--- src/rtl/psr_pkg.sv ---
package psr_pkg;
    typedef enum logic [1:0] {
        QS_IDLE    = 2'd0,
        QS_LOWCHK  = 2'd1,
        QS_HOLD    = 2'd2,
        QS_RELEASE = 2'd3
    } qual_state_e;

    localparam int unsigned CTRL_AW   = 5;
    localparam logic [CTRL_AW-1:0] CTRL_ADDR = '0;
endpackage

--- src/rtl/psr_pin_qual.sv ---
module psr_pin_qual
    import psr_pkg::*;
#(
    parameter int unsigned LOW_CYC = 25000,
    parameter int unsigned REL_CYC = 50000
) (
    input  logic clk,
    input  logic sys_rst_n,
    input  logic pin_n,
    output logic hw_rst,
    output logic hold,
    output logic capture
);
    localparam int unsigned MAXC = (LOW_CYC > REL_CYC) ? LOW_CYC : REL_CYC;
    localparam int unsigned CW = $clog2(MAXC + 1);
    localparam logic [CW-1:0] LOW_LAST = CW'(LOW_CYC - 1);
    localparam logic [CW-1:0] REL_LAST = CW'(REL_CYC - 1);

    typedef struct packed {
        logic [1:0]  sync;
        qual_state_e state;
        logic [CW-1:0] cnt;
        logic        armed;
    } qual_regs_t;

    qual_regs_t r_q, r_d;
    logic pin_s;

    assign pin_s = r_q.sync[1];

    always_comb begin
        r_d = r_q;
        r_d.sync = {r_q.sync[0], pin_n};
        case (r_q.state)
            QS_IDLE: begin
                if (!pin_s) begin
                    r_d.state = QS_LOWCHK;
                    r_d.cnt   = CW'(1);
                end
            end
            QS_LOWCHK: begin
                if (pin_s) begin
                    r_d.state = QS_IDLE;
                    r_d.cnt   = '0;
                end else if (r_q.cnt == LOW_LAST) begin
                    r_d.state = QS_HOLD;
                    r_d.cnt   = '0;
                end else begin
                    r_d.cnt = r_q.cnt + CW'(1);
                end
            end
            QS_HOLD: begin
                if (pin_s) begin
                    r_d.state = QS_RELEASE;
                    r_d.cnt   = '0;
                end
            end
            default: begin
                if (r_q.cnt == REL_LAST) begin
                    r_d.state = QS_IDLE;
                    r_d.cnt   = '0;
                    r_d.armed = 1'b1;
                end else begin
                    r_d.cnt = r_q.cnt + CW'(1);
                end
            end
        endcase
    end

    always_ff @(posedge clk or negedge sys_rst_n) begin
        if (!sys_rst_n) begin
            r_q.sync  <= 2'b11;
            r_q.state <= QS_IDLE;
            r_q.cnt   <= '0;
            r_q.armed <= 1'b0;
        end else begin
            r_q <= r_d;
        end
    end

    assign hold    = (r_q.state == QS_HOLD);
    assign capture = (r_q.state == QS_HOLD) && pin_s;
    assign hw_rst  = !r_q.armed || (r_q.state == QS_HOLD) || (r_q.state == QS_RELEASE);

    AST_QUAL_AFTER_FULL_LOW: assert property (@(posedge clk) disable iff (!sys_rst_n)
        (r_q.state == QS_HOLD && $past(r_q.state) == QS_LOWCHK) |-> $past(r_q.cnt) == LOW_LAST);
    AST_RELEASE_FULL_DELAY: assert property (@(posedge clk) disable iff (!sys_rst_n)
        (r_q.state == QS_IDLE && $past(r_q.state) == QS_RELEASE) |-> $past(r_q.cnt) == REL_LAST);
    AST_NO_SHORT_QUAL: assert property (@(posedge clk) disable iff (!sys_rst_n)
        (r_q.state == QS_LOWCHK && r_q.cnt != LOW_LAST) |=> r_q.state != QS_HOLD);
endmodule

--- src/rtl/psr_strap_latch.sv ---
module psr_strap_latch #(
    parameter int unsigned W = 6
) (
    input  logic         clk,
    input  logic         sys_rst_n,
    input  logic         capture,
    input  logic [W-1:0] strap_in,
    output logic [W-1:0] strap_q
);
    typedef struct packed {
        logic [W-1:0] val;
    } strap_regs_t;

    strap_regs_t r_q, r_d;

    always_comb begin
        r_d = r_q;
        if (capture) begin
            r_d.val = strap_in;
        end
    end

    always_ff @(posedge clk or negedge sys_rst_n) begin
        if (!sys_rst_n) begin
            r_q.val <= '0;
        end else begin
            r_q <= r_d;
        end
    end

    assign strap_q = r_q.val;

    AST_STRAP_HELD: assert property (@(posedge clk) disable iff (!sys_rst_n)
        !capture |=> $stable(strap_q));
endmodule

--- src/rtl/psr_swr_port.sv ---
module psr_swr_port
    import psr_pkg::*;
#(
    parameter int unsigned SW_CYCLES = 16
) (
    input  logic               clk,
    input  logic               sys_rst_n,
    input  logic               hw_rst,
    input  logic               wr_en,
    input  logic [CTRL_AW-1:0] wr_addr,
    input  logic               wr_swr_bit,
    output logic               busy
);
    localparam int unsigned SCW = $clog2(SW_CYCLES + 1);
    localparam logic [SCW-1:0] SW_LAST = SCW'(SW_CYCLES - 1);

    typedef struct packed {
        logic           busy;
        logic [SCW-1:0] cnt;
    } swr_regs_t;

    swr_regs_t r_q, r_d;
    logic start;

    assign start = wr_en && (wr_addr == CTRL_ADDR) && wr_swr_bit;

    always_comb begin
        r_d = r_q;
        if (hw_rst) begin
            r_d.busy = 1'b0;
            r_d.cnt  = '0;
        end else if (r_q.busy) begin
            if (r_q.cnt == SW_LAST) begin
                r_d.busy = 1'b0;
                r_d.cnt  = '0;
            end else begin
                r_d.cnt = r_q.cnt + SCW'(1);
            end
        end else if (start) begin
            r_d.busy = 1'b1;
            r_d.cnt  = '0;
        end
    end

    always_ff @(posedge clk or negedge sys_rst_n) begin
        if (!sys_rst_n) begin
            r_q.busy <= 1'b0;
            r_q.cnt  <= '0;
        end else begin
            r_q <= r_d;
        end
    end

    assign busy = r_q.busy;

    AST_SWR_FULL_LENGTH: assert property (@(posedge clk) disable iff (!sys_rst_n)
        ($fell(r_q.busy) && !$past(hw_rst)) |-> $past(r_q.cnt) == SW_LAST);
    AST_HW_CANCELS_SWR: assert property (@(posedge clk) disable iff (!sys_rst_n)
        hw_rst |=> !r_q.busy);
    AST_NO_RESTART: assert property (@(posedge clk) disable iff (!sys_rst_n)
        (r_q.busy && r_q.cnt != SW_LAST && !hw_rst) |=> r_q.cnt == $past(r_q.cnt) + SCW'(1));
endmodule

--- src/rtl/psr_seq.sv ---
module psr_seq
    import psr_pkg::*;
#(
    parameter int unsigned NUM_PORTS  = 8,
    parameter int unsigned STRAP_W    = 6,
    parameter int unsigned CYC_PER_MS = 25000,
    parameter int unsigned MIN_LOW_MS = 1,
    parameter int unsigned RELEASE_MS = 2,
    parameter int unsigned SW_CYCLES  = 16
) (
    input  logic                 clk,
    input  logic                 sys_rst_n,
    input  logic                 rst_pin_n,
    input  logic [STRAP_W-1:0]   strap_pins,
    input  logic [NUM_PORTS-1:0] wr_en,
    input  logic [4:0]           wr_addr,
    input  logic                 wr_swr_bit,
    output logic                 hw_rst,
    output logic                 strap_le,
    output logic [STRAP_W-1:0]   strap_val,
    output logic [NUM_PORTS-1:0] swr_bit,
    output logic [NUM_PORTS-1:0] port_rst
);
    localparam int unsigned LOW_CYC = CYC_PER_MS * MIN_LOW_MS;
    localparam int unsigned REL_CYC = CYC_PER_MS * RELEASE_MS;

    logic capture;

    psr_pin_qual #(
        .LOW_CYC(LOW_CYC),
        .REL_CYC(REL_CYC)
    ) u_qual (
        .clk      (clk),
        .sys_rst_n(sys_rst_n),
        .pin_n    (rst_pin_n),
        .hw_rst   (hw_rst),
        .hold     (strap_le),
        .capture  (capture)
    );

    psr_strap_latch #(
        .W(STRAP_W)
    ) u_strap (
        .clk      (clk),
        .sys_rst_n(sys_rst_n),
        .capture  (capture),
        .strap_in (strap_pins),
        .strap_q  (strap_val)
    );

    for (genvar p = 0; p < NUM_PORTS; p++) begin : g_port
        psr_swr_port #(
            .SW_CYCLES(SW_CYCLES)
        ) u_swr (
            .clk       (clk),
            .sys_rst_n (sys_rst_n),
            .hw_rst    (hw_rst),
            .wr_en     (wr_en[p]),
            .wr_addr   (wr_addr),
            .wr_swr_bit(wr_swr_bit),
            .busy      (swr_bit[p])
        );

        AST_SWR_GATED_BY_HW: assert property (@(posedge clk) disable iff (!sys_rst_n)
            $rose(swr_bit[p]) |-> !$past(hw_rst));
    end

    always_comb begin
        port_rst = swr_bit | {NUM_PORTS{hw_rst}};
    end
endmodule

--- config.mk ---
export PLATFORM = sky130hd
export DESIGN_NAME = psr_seq
export DESIGN_NICKNAME = d
export VERILOG_FILES = /design/src/rtl/psr_pkg.sv /design/src/rtl/psr_pin_qual.sv /design/src/rtl/psr_strap_latch.sv /design/src/rtl/psr_swr_port.sv /design/src/rtl/psr_seq.sv
export SDC_FILE = /design/constraint.sdc
export NUM_CORES = 1
export LEC_CHECK = 0
export CORE_ASPECT_RATIO = 1.5
export CORE_UTILIZATION = 45
export CTS_CLUSTER_DIAMETER = 120
export DETAILED_ROUTE_END_ITERATION = 8
export PLACE_DENSITY_LB_ADDON = 0.08
export SLEW_MARGIN = 40
export SYNTH_ARGS = -nofsm -noshare
export SYNTH_HDL_FRONTEND = slang
export SYNTH_SLANG_ARGS = --single-unit
export TNS_END_PERCENT = 30
--- constraint.sdc ---
create_clock -name clk -period 2.4 [get_ports clk]
set_clock_uncertainty 0.15 [all_clocks]
set_input_delay 0.36 -clock clk [delete_from_list [all_inputs] [get_ports clk]]
set_output_delay 0.36 -clock clk [all_outputs]
set_load 0.05 [all_outputs]
==> impl_metrics.toml, run 1 <==
[route]
drtIter0Drc = 209
wl_um = 7600
dr_total_vias = 2947
ant_nets = 0
via_per_inst = 5.45
dr.pass1.iters = 4
wl_per_cell_um = 14.0
drc = 0

[timing]
rsz0062_at_grt = "false"
hold_viol = 0
setup_violations = 0
min_period_ns = 2.25
slew_violations = 0
fmax_ghz = 0.445
maxSlewHeadroom_pct = 66.6
setup_ws_ns = 0.155
fin_hold_ws_ns = 0.208
min_period_over_period_pct = 93.5
tightest_slew_ns = 0.493

[floorplan]
num_io_pins = 47
start_util_pct = 46.9
die_w_um = 76.8
die_h_um = 114
row_count = 40
die_area_mm2 = 0.00878
coreArea_mm2 = 0.00806

[synthesis]
syn_area_mm2 = 0.00378
synth-xor-area-share_pct = 3.71
synthMuxAreaShare_pct = 2.32
synth_enable_flop_cells = 0
synth_compound_area_share_pct = 15.9
syn_nets = 416
ys_async_sr_fraction_pct = 100
ys.flop_type = "dfrtp_1"
synthAdderAreaFrac_pct = 3.25
avgSynthCellArea_um2 = 9.84
netlist_instances = 384
synth_warnings = 0
yosys_register_bits = 75
yosysSeqAreaShare_pct = 49.7
netlist-cell-type-count = 49
synthSimpleGateAreaFrac_pct = 20.5
synth_top_family_by_area = "simple AND/OR/NAND/NOR gates"

[clock_tree]
clock-sinks = 75
cts_tree = "built"
cts-root-buf = "clkbuf_16"
clock_latency_ns = 0.34
path_clk_slew_ns = 0.06
htree_levels = 3
post-cts-setup-buffers = 0
cts_buffers = 9
cts_buffer_depth = 2

[critical_path]
critPathSlowestCell = "dfrtp_1"
reg2reg_slack_ns = 0.17
crit_path_end_kind = "output pin"
path_max_fanout = 31
path_class = "reg2out"
crit_arrival_ns = 1.74
path_common_cell = "buf_4"
worstPathRequired_ns = 1.89
critPathMaxStageDelay_ns = 0.47
cp-start-kind = "register"
cp_cell_sequence = "nor2b_2 -> buf_4 -> inv_1 -> buf_4"

[grt]
antenna_found_initial = 0
grt-ovfl-total = 0
track_usage_pct = 19.1
grt_first_pass_wirelength_um = 12900
grt_use_met3_pct = 3.35
grt_pass1_vias = 2795
top_usage_layer = "met2"
grt_start_max_net_pins = 45
met2_usage_pct = 32.5
gr-usage-met1_pct = 22.1

[finish]
fin_cells = 541
nets = 463
antennaDiodeCount = 0
drive_gt1_share_pct = 11.9
nFillCells = 710
syn_to_final_growth_pct = 22.1
fin_util_pct = 57.2

[placement]
dp_cells = 524
portBuffers = 46
dp_worst_setup_slack_ns = -0.00258
dpl.hpwl_um = 5320
gp_congestion = 0.820

[flow_run]
drv_cap = 0

[power_and_ir_drop]
p_per_area_mw_per_mm2 = 765
p_leak_uw = 0.00189
finalPower_uw = 3530
peakVddDrop_mv = 0.604

[worst_hold_path]
hp-class = "reg2reg"

[outcome]
status = "finished, final reports clean"
==> cells in the mapped netlist, types with 6 or more instances <==
master    instances  area share [%]
a21oi_1          20             2.6
a31oi_1          10             1.7
buf_4             9             1.8
dfrtp_1          73              48
ha_1              9             3.0
inv_1            10            0.99
mux2_2            6             1.8
nand2_1          56             5.6
nand2b_1          7             1.2
nand3_1          24             3.2
nor2_1           14             1.4
nor2b_1          16             2.6
o211ai_1          7             1.4
o21ai_0          40             5.3
o31ai_1           7             1.4
xnor2_1          11             2.5
==> kinds of logic (layout without fill, tap and decap cells) <==
logic type | Yosys count | after routing
buf+inv | 29 | 81
flops | 75 | 75
simple gates | 147 | 147
mux | 8 | 8
xor+xnor | 16 | 16
compound gates | 99 | 99
fa+ha+maj | 10 | 10
==> layout by cell type (no fill, tap or decap), types with 3 or more instances in the layout <==
| master | netlist | final |
|---|---|---|
| nor2b_1 | 16 | 15 |
| buf_4 | 9 | 15 |
| clkdlybuf4s50_1 | 0 | 35 |
| nand4b_1 | 3 | 3 |
| a31oi_1 | 10 | 10 |
| o31ai_1 | 7 | 7 |
| clkbuf_16 | 0 | 9 |
| o22ai_1 | 5 | 5 |
| dfrtp_1 | 73 | 73 |
| nand3_1 | 24 | 24 |
| o21ai_0 | 40 | 40 |
| nand4_1 | 4 | 4 |
| inv_1 | 10 | 10 |
| nor2_1 | 14 | 14 |
| xnor2_1 | 11 | 11 |
| nand2b_1 | 7 | 7 |
| and3_1 | 4 | 4 |
| o211ai_1 | 7 | 7 |
| clkinvlp_4 | 0 | 3 |
| nand2_1 | 56 | 56 |
| and2_1 | 3 | 3 |
| xor2_1 | 5 | 5 |
| mux2_2 | 6 | 6 |
| ha_1 | 9 | 9 |
| a21oi_1 | 20 | 20 |
==> worst paths after layout <==
path / to / cells after the start / startpoint
worst max-delay path: hw_rst / 4 / u_qual.r_q[18]$_DFFE_PN0P_
worst min-delay path: u_qual.pin_s$_DFF_PN1_ / 0 / u_qual.r_d[20]$_DFF_PN1_
worst max register to register: u_qual.r_q[6]$_DFFE_PN0P_ / 5 / u_qual.r_q[5]$_DFFE_PN0P_
worst min register to register: u_qual.pin_s$_DFF_PN1_ / 0 / u_qual.r_d[20]$_DFF_PN1_
max in group asynchronous: u_qual.r_d[20]$_DFF_PN1_ / 3 / sys_rst_n
min in group asynchronous: g_port[7].u_swr.r_q[0]$_DFFE_PN0P_ / 2 / sys_rst_n
==> repair_timing <==
item | in CTS | in global routing
hold endpoints to repair | 31 | 0
setup endpoints to repair | 0 | 2
resized for setup | 0 | 2
hold buffers | 1 | 0
==> power by group <==
part	total [uW]	internal [uW]	switching [uW]
combinational	755	286	469
clock	1340	804	531
sequential	1440	1360	84.4
total	3530	2450	1080
==> metrics by stage <==
| step | area, um^2 | TNS, ns |
|---|---|---|
| after floorplan | 3780 | 0 |
| after global placement | 4300 | 0 |
| after detailed placement | 4300 | -0.00258 |
| after CTS | 4610 | 0 |
| after global routing | 4610 | 0 |
| final | 4610 | 0 |
==> routing by layer <==
layer / up-vias / routed length (um) / part of all wire, %
met5: - / 0 / 0
met2: 42 / 3970 / 52
met4: 0 / 197 / 2.6
met3: 12 / 214 / 2.8
li1: 1457 / - / -
met1: 1436 / 3220 / 42
==> worst max-delay path, delay by kind of cell (launching register included) <==
family | cells | cell delay (ns)
simple gates | 1 | 0.16
buf+inv | 3 | 0.76
flops | 1 | 0.47
==> sequential cells by signal, summed over array words and instances, names as in the netlist <==
| register | cells |
|---|---|
| g_port.u_swr.busy | 8 |
| g_port.u_swr.r_q | 40 |
| u_qual.pin_s | 1 |
| u_qual.r_d | 1 |
| u_qual.r_q | 19 |
| u_strap.strap_q | 6 |
==> layout make-up <==
type	instances	area [um^2]	area share [%]
Sequential cell	75	1880	40.7
Multi-Input combinational cell	280	1730	37.5
Timing Repair Buffer	55	538	11.7
Clock buffer	10	229	4.96
Tap cell	105	131	2.85
Clock inverter	6	66.3	1.44
Inverter	10	37.5	0.814
(Power assumes the default switching activity.)
==> run 2, diff against run 1 <==
Settings changed: GPL_ROUTABILITY_DRIVEN set to 0.
==> results of run 2 <==
Final layout, timing and power as in run 1 (identical DEF).
==> run 3, diff against run 2 <==
Settings changed: ABC_AREA set to 1, SETUP_SLACK_MARGIN set to 0.2, SKIP_LAST_GASP set to 1.
==> run 3 against run 2 <==
Against the previous run: synthesized cell count is 25% higher; setup slack improved by 0.16 ns; non-clock buffer count shrank 5; final cell count up 19%; critical path type unchanged.
==> impl_metrics.toml, run 3 <==
[critical_path]
critical_path_depth = 1
cp_top_family = "buffers and inverters"
path_class = "reg2out"
critPathMaxStageDelay_ns = 0.83
worstRegToRegCells = 10
path_max_fanout = 3
cp_cell_sequence = "clkdlybuf4s50_1"
crit_path_end_kind = "output pin"
cp-start-kind = "register"
crit_arrival_ns = 1.58
crit_buf_inv = 1
worstPathRequired_ns = 1.89
critPathSlowestCell = "clkdlybuf4s50_1"

[route]
drc = 0
dr_total_vias = 3210
via_per_inst = 4.99
wl_um = 7790
drtIter0Drc = 81
dr.pass1.iters = 4
ant_nets = 0
wl_per_cell_um = 12.1

[power_and_ir_drop]
p_per_area_mw_per_mm2 = 730
p_leak_uw = 0.00221
peakVddDrop_mv = 0.485

[finish]
reg_top3 = "g_port.u_swr.r_q x40, u_qual.r_q x19, g_port.u_swr.busy x8"
syn_to_final_growth_pct = 24.8
antennaDiodeCount = 0
fin_cells = 643
nets = 563
post-route-cell-area_mm2 = 0.00486
mostFrequentLayoutCells = "nand2_1, dfrtp_1, inv_1"
largest-register = "g_port.u_swr.r_q"
layout.cells.most_common = "nand2_1"
drive_gt1_share_pct = 10.3
largest_reg_flops = 40

[timing]
min_period_over_period_pct = 86.9
rsz0062_at_grt = "false"
slew_violations = 0
final.setup.tns_ns = 0
setup_violations = 0
min_period_ns = 2.09
fmax_ghz = 0.479
maxSlewHeadroom_pct = 66.6
tightest_slew_ns = 0.500
hold_viol = 0

[clock_tree]
cts_buffers = 9
clock-sinks = 75
cts_buffer_depth = 2
post-cts-setup-buffers = 0
cts-root-buf = "clkbuf_16"
path_clk_slew_ns = 0.06
htree_levels = 3
clock_latency_ns = 0.33
cts_tree = "built"

[grt]
grt-ovfl-total = 0
grt_first_pass_wirelength_um = 14000
antenna_found_initial = 0
grt_start_max_net_pins = 41
grt_pass1_vias = 3227
track_usage_pct = 19.8

[synthesis]
netlist-cell-type-count = 28
synth_warnings = 0
netlist_instances = 480
syn_area_mm2 = 0.00389
avgSynthCellArea_um2 = 8.11
synth_enable_flop_cells = 0
synth_top_cell_by_area = "dfrtp_1"
ys.flop_type = "dfrtp_1"
synth_top_area_share_pct = 46.9
syn_nets = 512
yosys_register_bits = 75
yosysSeqAreaShare_pct = 48.3
ys_async_sr_fraction_pct = 100
synthTopCellsByArea = "dfrtp_1, nand2_1, inv_1, nor2_1, nand3_1"
yosysMostFrequentCell = "nand2_1"
synthTopCellsByCount = "nand2_1, dfrtp_1, inv_1"

[placement]
dpl.hpwl_um = 5730
portBuffers = 46
placed_cell_area_mm2 = 0.00453
dp_cells = 626

[flow_run]
drv_cap = 0

[floorplan]
row_count = 41
die_area_mm2 = 0.00904
die_w_um = 78.0
coreArea_mm2 = 0.00841
num_io_pins = 47
start_util_pct = 46.3
die_h_um = 116

[worst_hold_path]
hold_depth = 0
hp-class = "reg2reg"

[outcome]
status = "finished, final reports clean"
run 3: changes by cell type after synthesis, sizes merged, moves of 10 or more:
cell / delta
nand3: +15
nor2: +55
nor2b: -16
o21ai: -19
xnor2: -10
nand2: +67
a31oi: -11
inv: +56
run 3: layout make-up:
type                            count  area (um^2)
Clock buffer                       12          267
Clock inverter                      4         47.5
Fill cell                         768         3550
Inverter                           66          248
Multi-Input combinational cell    329         1690
Sequential cell                    75         1880
Tap cell                          107          134
Timing Repair Buffer               50          596
run 3: path summary, 6_finish.rpt:
| path | to | slack [ns] | from |
|---|---|---|---|
| max | swr_bit[2] | 0.31 | g_port[2].u_swr.busy$_DFF_PN0_ |
| min | u_qual.pin_s$_DFF_PN1_ | 0.21 | u_qual.r_d[20]$_DFF_PN1_ |
| max reg2reg | u_qual.r_q[16]$_DFFE_PN0P_ | 0.60 | u_qual.r_q[1]$_DFFE_PN0P_ |
| min reg2reg | u_qual.pin_s$_DFF_PN1_ | 0.21 | u_qual.r_d[20]$_DFF_PN1_ |
| max in group asynchronous | g_port[6].u_swr.r_q[1]$_DFFE_PN0P_ | 1.13 | sys_rst_n |
| min in group asynchronous | u_strap.strap_q[5]$_DFFE_PN0P_ | 0.39 | sys_rst_n |
run 3: cells by family after synthesis:
group                    share of synthesized area, %
AO/OA/AOI/OAI                                    8.58
multiplexers                                     1.74
adder cells (fa/ha/maj)                          2.89
buffers and inverters                            8.39
AND/OR/NAND/NOR                                  27.2
flip-flops                                       48.3
XOR/XNOR                                         2.92
run 3: routing by layer:
layer  vias to the layer above  track usage (%)  part of all wire [%]
li1                       1627                -                     -
met1                      1515             21.0                    42
met2                        60             37.2                    53
met3                         8             5.20                   3.6
met4                         0             7.90                   1.4
met5                         -                0                     0
run 3: timing repair:
action / 4_1_cts / 5_1_grt
endpoints found under the setup margin: 1 / 7
endpoints found under the hold margin: 33 / 0
resized for setup: 1 / 1
hold buffers: 1 / 0
run 3: report_power, final:
part,internal [uW],leakage (uW),switching (uW)
clock network,886,0.000155,495
registers,1360,0.00102,67.6
logic,245,0.00103,498
total,2490,0.00221,1060
run 3: through the flow:
stage,power (uW),util [%],hold WS (ns),setup slack [ns]
after floorplan,1930,-,-0.0856,0.324
after global placement,2200,53.9,0.200,0.450
after detailed placement,2200,53.9,0.199,0.459
after CTS,3600,57.7,0.207,0.253
after global routing,3720,57.7,0.213,0.223
final,3550,57.7,0.206,0.314
